$ cat src/rtl/rmul_pkg.sv
`timescale 1ns/1ps
package rmul_pkg;
   // Widest counter the block supports; keeps the decode AND chain short.
   localparam int RM_MAX_WIDTH = 16;

   // Number of pulses train idx (0-based) gives per 2^width enabled clocks.
   function automatic int rm_train_weight(input int width, input int idx);
      return 1 << (width - 1 - idx);
   endfunction
endpackage

$ cat src/rtl/rmul_counter.sv
`timescale 1ns/1ps
module rmul_counter #(
   parameter int WIDTH = 4
) (
   input  logic             clk,
   input  logic             rst,
   input  logic             en,
   output logic [WIDTH-1:0] count
);
   localparam logic [WIDTH-1:0] STEP = WIDTH'(1);

   always_ff @(posedge clk) begin
      if (rst)
         count <= '0;
      else if (en)
         count <= count + STEP;
   end
endmodule

$ cat src/rtl/rmul_decoder.sv
`timescale 1ns/1ps
module rmul_decoder #(
   parameter int WIDTH = 4
) (
   input  logic [WIDTH-1:0] count,
   input  logic             en,
   output logic [WIDTH-1:0] trains
);
   // Train k fires when all bits below k are one and bit k is zero:
   // the state in which bit k is about to toggle from 0 to 1.
   for (genvar k = 0; k < WIDTH; k++) begin : g_train
      if (k == 0) begin : g_lsb
         assign trains[k] = en & ~count[0];
      end else begin : g_upper
         assign trains[k] = en & (&count[k-1:0]) & ~count[k];
      end
   end
endmodule

$ cat src/rtl/rmul_combine.sv
`timescale 1ns/1ps
module rmul_combine #(
   parameter int WIDTH = 4
) (
   input  logic [WIDTH-1:0] trains,
   input  logic [WIDTH-1:0] rate,
   output logic             pulse
);
   logic [WIDTH-1:0] picked;

   // Heaviest train (index 0) is paired with the rate MSB.
   for (genvar k = 0; k < WIDTH; k++) begin : g_pick
      assign picked[k] = trains[k] & rate[WIDTH-1-k];
   end

   assign pulse = |picked;
endmodule

$ cat src/rtl/rate_mult.sv
`timescale 1ns/1ps
module rate_mult #(
   parameter int WIDTH = 4
) (
   input  logic             clk,
   input  logic             rst,
   input  logic             en,
   input  logic [WIDTH-1:0] rate,
   output logic [WIDTH-1:0] trains,
   output logic             pulse_out
);
   import rmul_pkg::*;

   if (WIDTH < 1 || WIDTH > RM_MAX_WIDTH) begin : g_bad_width
      $error("rate_mult: WIDTH must lie between 1 and %0d", RM_MAX_WIDTH);
   end

   logic [WIDTH-1:0] count_q;
   logic [WIDTH-1:0] train_vec;
   logic             merged;

   rmul_counter #(.WIDTH(WIDTH)) u_count (
      .clk   (clk),
      .rst   (rst),
      .en    (en),
      .count (count_q)
   );

   rmul_decoder #(.WIDTH(WIDTH)) u_decode (
      .count  (count_q),
      .en     (en),
      .trains (train_vec)
   );

   rmul_combine #(.WIDTH(WIDTH)) u_merge (
      .trains (train_vec),
      .rate   (rate),
      .pulse  (merged)
   );

   assign trains    = train_vec;
   assign pulse_out = merged;
endmodule

$ cat config.mk
export PLATFORM = sky130hd
export DESIGN_NAME = rate_mult
export DESIGN_NICKNAME = d
export VERILOG_FILES = /design/src/rtl/rmul_pkg.sv /design/src/rtl/rmul_counter.sv /design/src/rtl/rmul_decoder.sv /design/src/rtl/rmul_combine.sv /design/src/rtl/rate_mult.sv
export SDC_FILE = /design/constraint.sdc
export NUM_CORES = 1
export LEC_CHECK = 0
export ABC_AREA = 1
export BUFFER_PORTS_ARGS = -buffer_cell sky130_fd_sc_hd__buf_2
export CAP_MARGIN = 20
export CELL_PAD_IN_SITES_DETAIL_PLACEMENT = 0
export CELL_PAD_IN_SITES_GLOBAL_PLACEMENT = 2
export CORE_AREA = 3 3 40 42
export DETAILED_ROUTE_END_ITERATION = 12
export DIE_AREA = 0 0 43 45
export GPL_TIMING_DRIVEN = 0
export PLACE_DENSITY = 0.66
export SETUP_SLACK_MARGIN = 0.3
export SYNTH_ARGS = -nofsm -noshare
export SYNTH_HDL_FRONTEND = slang
export SYNTH_SLANG_ARGS = --single-unit
$ cat constraint.sdc
create_clock -name clk -period 2.37 [get_ports clk]
set_input_delay 0.237 -clock clk [delete_from_list [all_inputs] [get_ports clk]]
set_output_delay 0.237 -clock clk [all_outputs]
set_load 0.05 [all_outputs]
Word-level counts from Yosys, hierarchy flattened:

Index checks and enable logic that the tools add are counted.

* flip-flop bits (word level): 4
* latch bits: 0
* RAM bits: 0
* bits in read-only memories: 0
* bits of input ports: 7
* output and inout bits: 5
* word-level logic and storage cells: 20
* memories kept: 0

* add/sub/neg operators: 1
* multipliers: 0
* divide/modulo/power cells: 0
* $lt $le $gt $ge: 0
* eq/ne operators: 0
* shift operators: 0
* multiplexer cells: 0
* bitwise gates (word level): 15
* reduce and logical (&&, ||, !) cells: 3

Operator list (number)
* 1-bit AND: 11
* 4-bit by 1-bit adder with 4-bit output (second input constant): 1
* 1-bit NOT: 4
* 4-bit OR reduction: 1
* 3-bit AND reduction: 1
* 2-bit AND reduction: 1

Longest topological paths before layout:

* word-level depth: 5
* mapped depth: 7
* depth with buffers taken out: 6

Cells and area by module:

Synthesis repeated with hierarchy kept, for this count alone.

* cell total of the unflattened synthesis: 41
* area, all modules: 239.0 sq um

By module, submodules not included
* rmul_counter: instances 1, cells each 23, area an instance 170.2 sq um
* rmul_decoder: instances 1, cells each 9, area an instance 35.0 sq um
* rmul_combine: instances 1, cells each 9, area an instance 33.8 sq um

Worst setup path after synthesis:

OpenSTA, ideal clock, no wires.

* path kind: register to output
* from: reg u_count.count[0]
* to: out trains[3]
* data arrival time: 1448 ps
* required time: 2133 ps
* setup slack: 685 ps
* cell stages (with the launch flop): 5
* path buffers: 0
* cell sequence: dfxtp_1 > ha_1 > ha_1 > nand2_1 > nor2_1

* cells in the longest elaborated chain, start to end: 3

Ends and longest elaborated chain
* start, declared: line rmul_counter.sv:8 `output logic [WIDTH-1:0] count`
* start signal, assigned: line rmul_counter.sv:16 `count <= count + STEP;`
* 3-bit AND reduction: line rmul_decoder.sv:15 `assign trains[k] = en & (&count[k-1:0]) & ~count[k];`
* 1-bit AND (2 in a row): line rmul_decoder.sv:15
* end, declared: line rate_mult.sv:9 `output logic [WIDTH-1:0] trains,`

No other way between the ends.

Worst setup path after layout:

* from: reg u_count.count[0]
* to: out pulse_out

* cells in the longest elaborated chain, start to end: 5

Ends and longest elaborated chain
* 3-bit AND reduction / 2-bit AND reduction (equally long branches): line rmul_decoder.sv:15
* 1-bit AND (2 in a row): line rmul_decoder.sv:15
* 1-bit AND: line rmul_combine.sv:13 `assign picked[k] = trains[k] & rate[WIDTH-1-k];`
* 4-bit OR reduction (*): line rmul_combine.sv:16 `assign pulse = |picked;`
* end, declared: line rate_mult.sv:10 `output logic pulse_out`

Every way passes the cells marked *; elsewhere a longest branch is shown, timed or not.

==> summary.txt <==
Status
  • Status: finished, final reports clean

Placement
  • Port-buffer cells: 10
  • Weighted congestion at the end of routability-driven global placement: 0.631
  • Placed wire-length estimate: 497 µm
  • Dpl cells: 66

Setup path
  • Top cell family by delay on the critical path: adder cells
  • Required time of the critical path: 2.13 ns
  • Crit path depth: 7
  • CP max-delay cell: sky130_fd_sc_hd__dfxtp_1
  • Critical Path Sink Type: primary output
  • Arr. time, crit path: 1.55 ns
  • Highest fanout seen on the critical path: 5
  • Category of the worst setup path launch point: flop
  • Crit Path Class: flop to primary output
  • Critical Path Max Stage Delay: 0.41 ns
  • Worst R2R Path Depth: 4
  • Worst path cell trace: ha_1, ha_1, nand4_1, nand2_1, inv_1, nand2_1, buf_2
  • Buf/Inv on CP: 2

Cells and area
  • Number of cells in the finished layout apart from fillers: 69
  • Synthesis-to-layout area growth: 34.3%
  • Register name with the most flops: u_count.count
  • Registers with the most flip-flops: u_count.count (4)
  • Flip-flop count of the largest register, all copies and words added: 4
  • Diodes inserted: 0
  • Layout cell share with drive strength beyond 1: 33.3%
  • Nets: 65
  • Most used cells in the layout excluding fill and tap cells: sky130_fd_sc_hd__nand2_1, sky130_fd_sc_hd__buf_2, sky130_fd_sc_hd__nor2_1, sky130_fd_sc_hd__inv_1, sky130_fd_sc_hd__dfxtp_1

CTS
  • Root Driver: sky130_fd_sc_hd__clkbuf_4
  • Number of H-tree branching levels: 1
  • Number of hold buffers added after CTS: 0
  • Deepest clock path buffer count: 2
  • Sinks on Clock Net: 4
  • Worst-skew pair later-pin latency: 0.23 ns
  • CTS buffer count: 3
  • Clock slew at reported path FFs: 0.04 ns
  • Post_cts resized: 0
  • Clock tree from TritonCTS: yes
  • Number of buffers inserted to repair setup after CTS: 0

Synthesis
  • Yosys warning total: 0
  • Post-Syn Instances: 41
  • Avg Inst Size Synth: 6.50 µm²
  • Flop and latch count out of synthesis: 4
  • Netlist area before placement: 267 µm²
  • Number of unique standard cell types used by synthesis: 12
  • Mapped Nets: 50
  • Part of the Yosys area used for sequential elements: 30.0%

Detailed routing
  • Wirelength per Cell: 8.71 µm
  • Post-route DRC: 0
  • Via-to-Cell Ratio: 4.06
  • Routed Antenna Nets: 0
  • Overall routed net length: 601 µm
  • Iter 0 DRT Violations: 6
  • DR vias: 280
  • Number of optimization iterations in the first detailed-route pass: 2

Global routing
  • Antenna violations before repair: 0
  • First-pass GRT wire length: 1040 µm
  • Global-route track usage on met3: 5.58%
  • Vias in the first global route: 252
  • Met2 Resource Use GR: 12.3%
  • Global-route met1 utilization: 7.47%
  • Total grt overflow: 0
  • Maximum number of pins on one net before global-route repair: 9
  • Most crowded layer after global routing: met2
  • Global-route usage over all layers: 7.41%

Power and ir drop
  • Peak ir drop on the vdd network: 0.277 mV
  • Static leakage power: 0.194 nW
  • Cell area power density: 576 mW/mm²

Floorplanning
  • Overall die area: 0.00194 mm²
  • Site Rows: 13
  • Die Height: 45 µm
  • Die width: 43 µm
  • Initial cell density of the core: 20.7%
  • Boundary Pins: 12
  • Area of the placeable core: 0.00128 mm²

Timing
  • Share of the clock period used by the worst path after layout: 75.5%
  • Setup repair after global routing missed its margin: false
  • Relative slew slack: 83.5%
  • Setup total negative slack: 0 ns
  • Clock tree skew after final layout: 0.00523 ns
  • Maximum clock frequency: 559 MHz
  • Slew Limit Fails: 0
  • Final Hold Violating Endpoints: 0
  • Time the worst path needs with I/O delays and setup: 1.79 ns
  • Pin slew with the least headroom to its limit: 0.250 ns
  • Final number of setup-violating endpoints: 0

Worst hold path
  • Class of the tightest hold or removal check: input pin to flop
  • Cell count of the worst hold path: 4

Flow run
  • Number of max-cap violations: 0
logic make-up after synthesis:
kind of cell	Yosys count	share of synthesized area, %
AND/OR/NAND/NOR	23	38.0
buffers and inverters	8	15.0
AO/OA/AOI/OAI	4	7.51
flip-flops	4	30.0
adder cells (fa/ha/maj)	2	9.39
layer usage:
metal	vias to the layer above	routed length (µm)
met2	8	283
met5	-	0
li1	154	-
met3	0	50
met1	118	267
met4	0	0
path summary, 6_finish.rpt:
path,start,slack [ns],endpoint
setup / recovery,u_count.count[0],0.58,pulse_out
hold / removal,rst,0.29,u_count.count[3]
setup reg to reg,u_count.count[0],1.20,u_count.count[2]
hold reg to reg,u_count.count[2],0.52,u_count.count[2]
per-stage QoR:
stage | util, % | instance area [µm²] | setup slack, ns | hold slack (ns) | total power, mW
4_1_cts | 27.8 | 358 | 0.544 | 0.284 | 0.212
3_5_place_dp | 26.1 | 335 | 0.798 | 0.515 | 0.125
6_report | 27.8 | 358 | 0.582 | 0.289 | 0.206
5_1_grt | 27.8 | 358 | 0.445 | 0.303 | 0.220
2_1_floorplan | - | 267 | 0.685 | 0.413 | 0.112
3_3_place_gp | 26.1 | 335 | 0.797 | 0.513 | 0.125
area by class of cell:
type | instances | area [µm²]
timing repair buffer | 10 | 50.0
fill | 146 | 927
buffer | 1 | 11.3
inverter | 7 | 28.8
multi-input combinational | 29 | 146
sequential | 4 | 80.1
clock buffer | 3 | 22.5
tap | 15 | 18.8
Yosys cell counts, drive strengths merged:
master	number	area share, %
a21oi	2	3.8
buf	1	4.2
dfxtp	4	30
ha	2	9.4
inv	7	11
nand2	11	16
nand4	3	7.0
nor2	9	15
o21ai	2	3.8
worst register-to-register path, delay by kind of cell (launching register included):
family	cells	cell delay (ns)
DFF	1	0.41
adders and majority gates	2	0.48
AOI/OAI and AO/OA	2	0.18
power by group:
group,switching [mW],internal (mW),leakage [nW]
sequential,0.00505,0.0720,0.0330
clock,0.0263,0.0565,0.0138
combinational,0.0310,0.0151,0.147
Power figures use the tool's default switching activity.
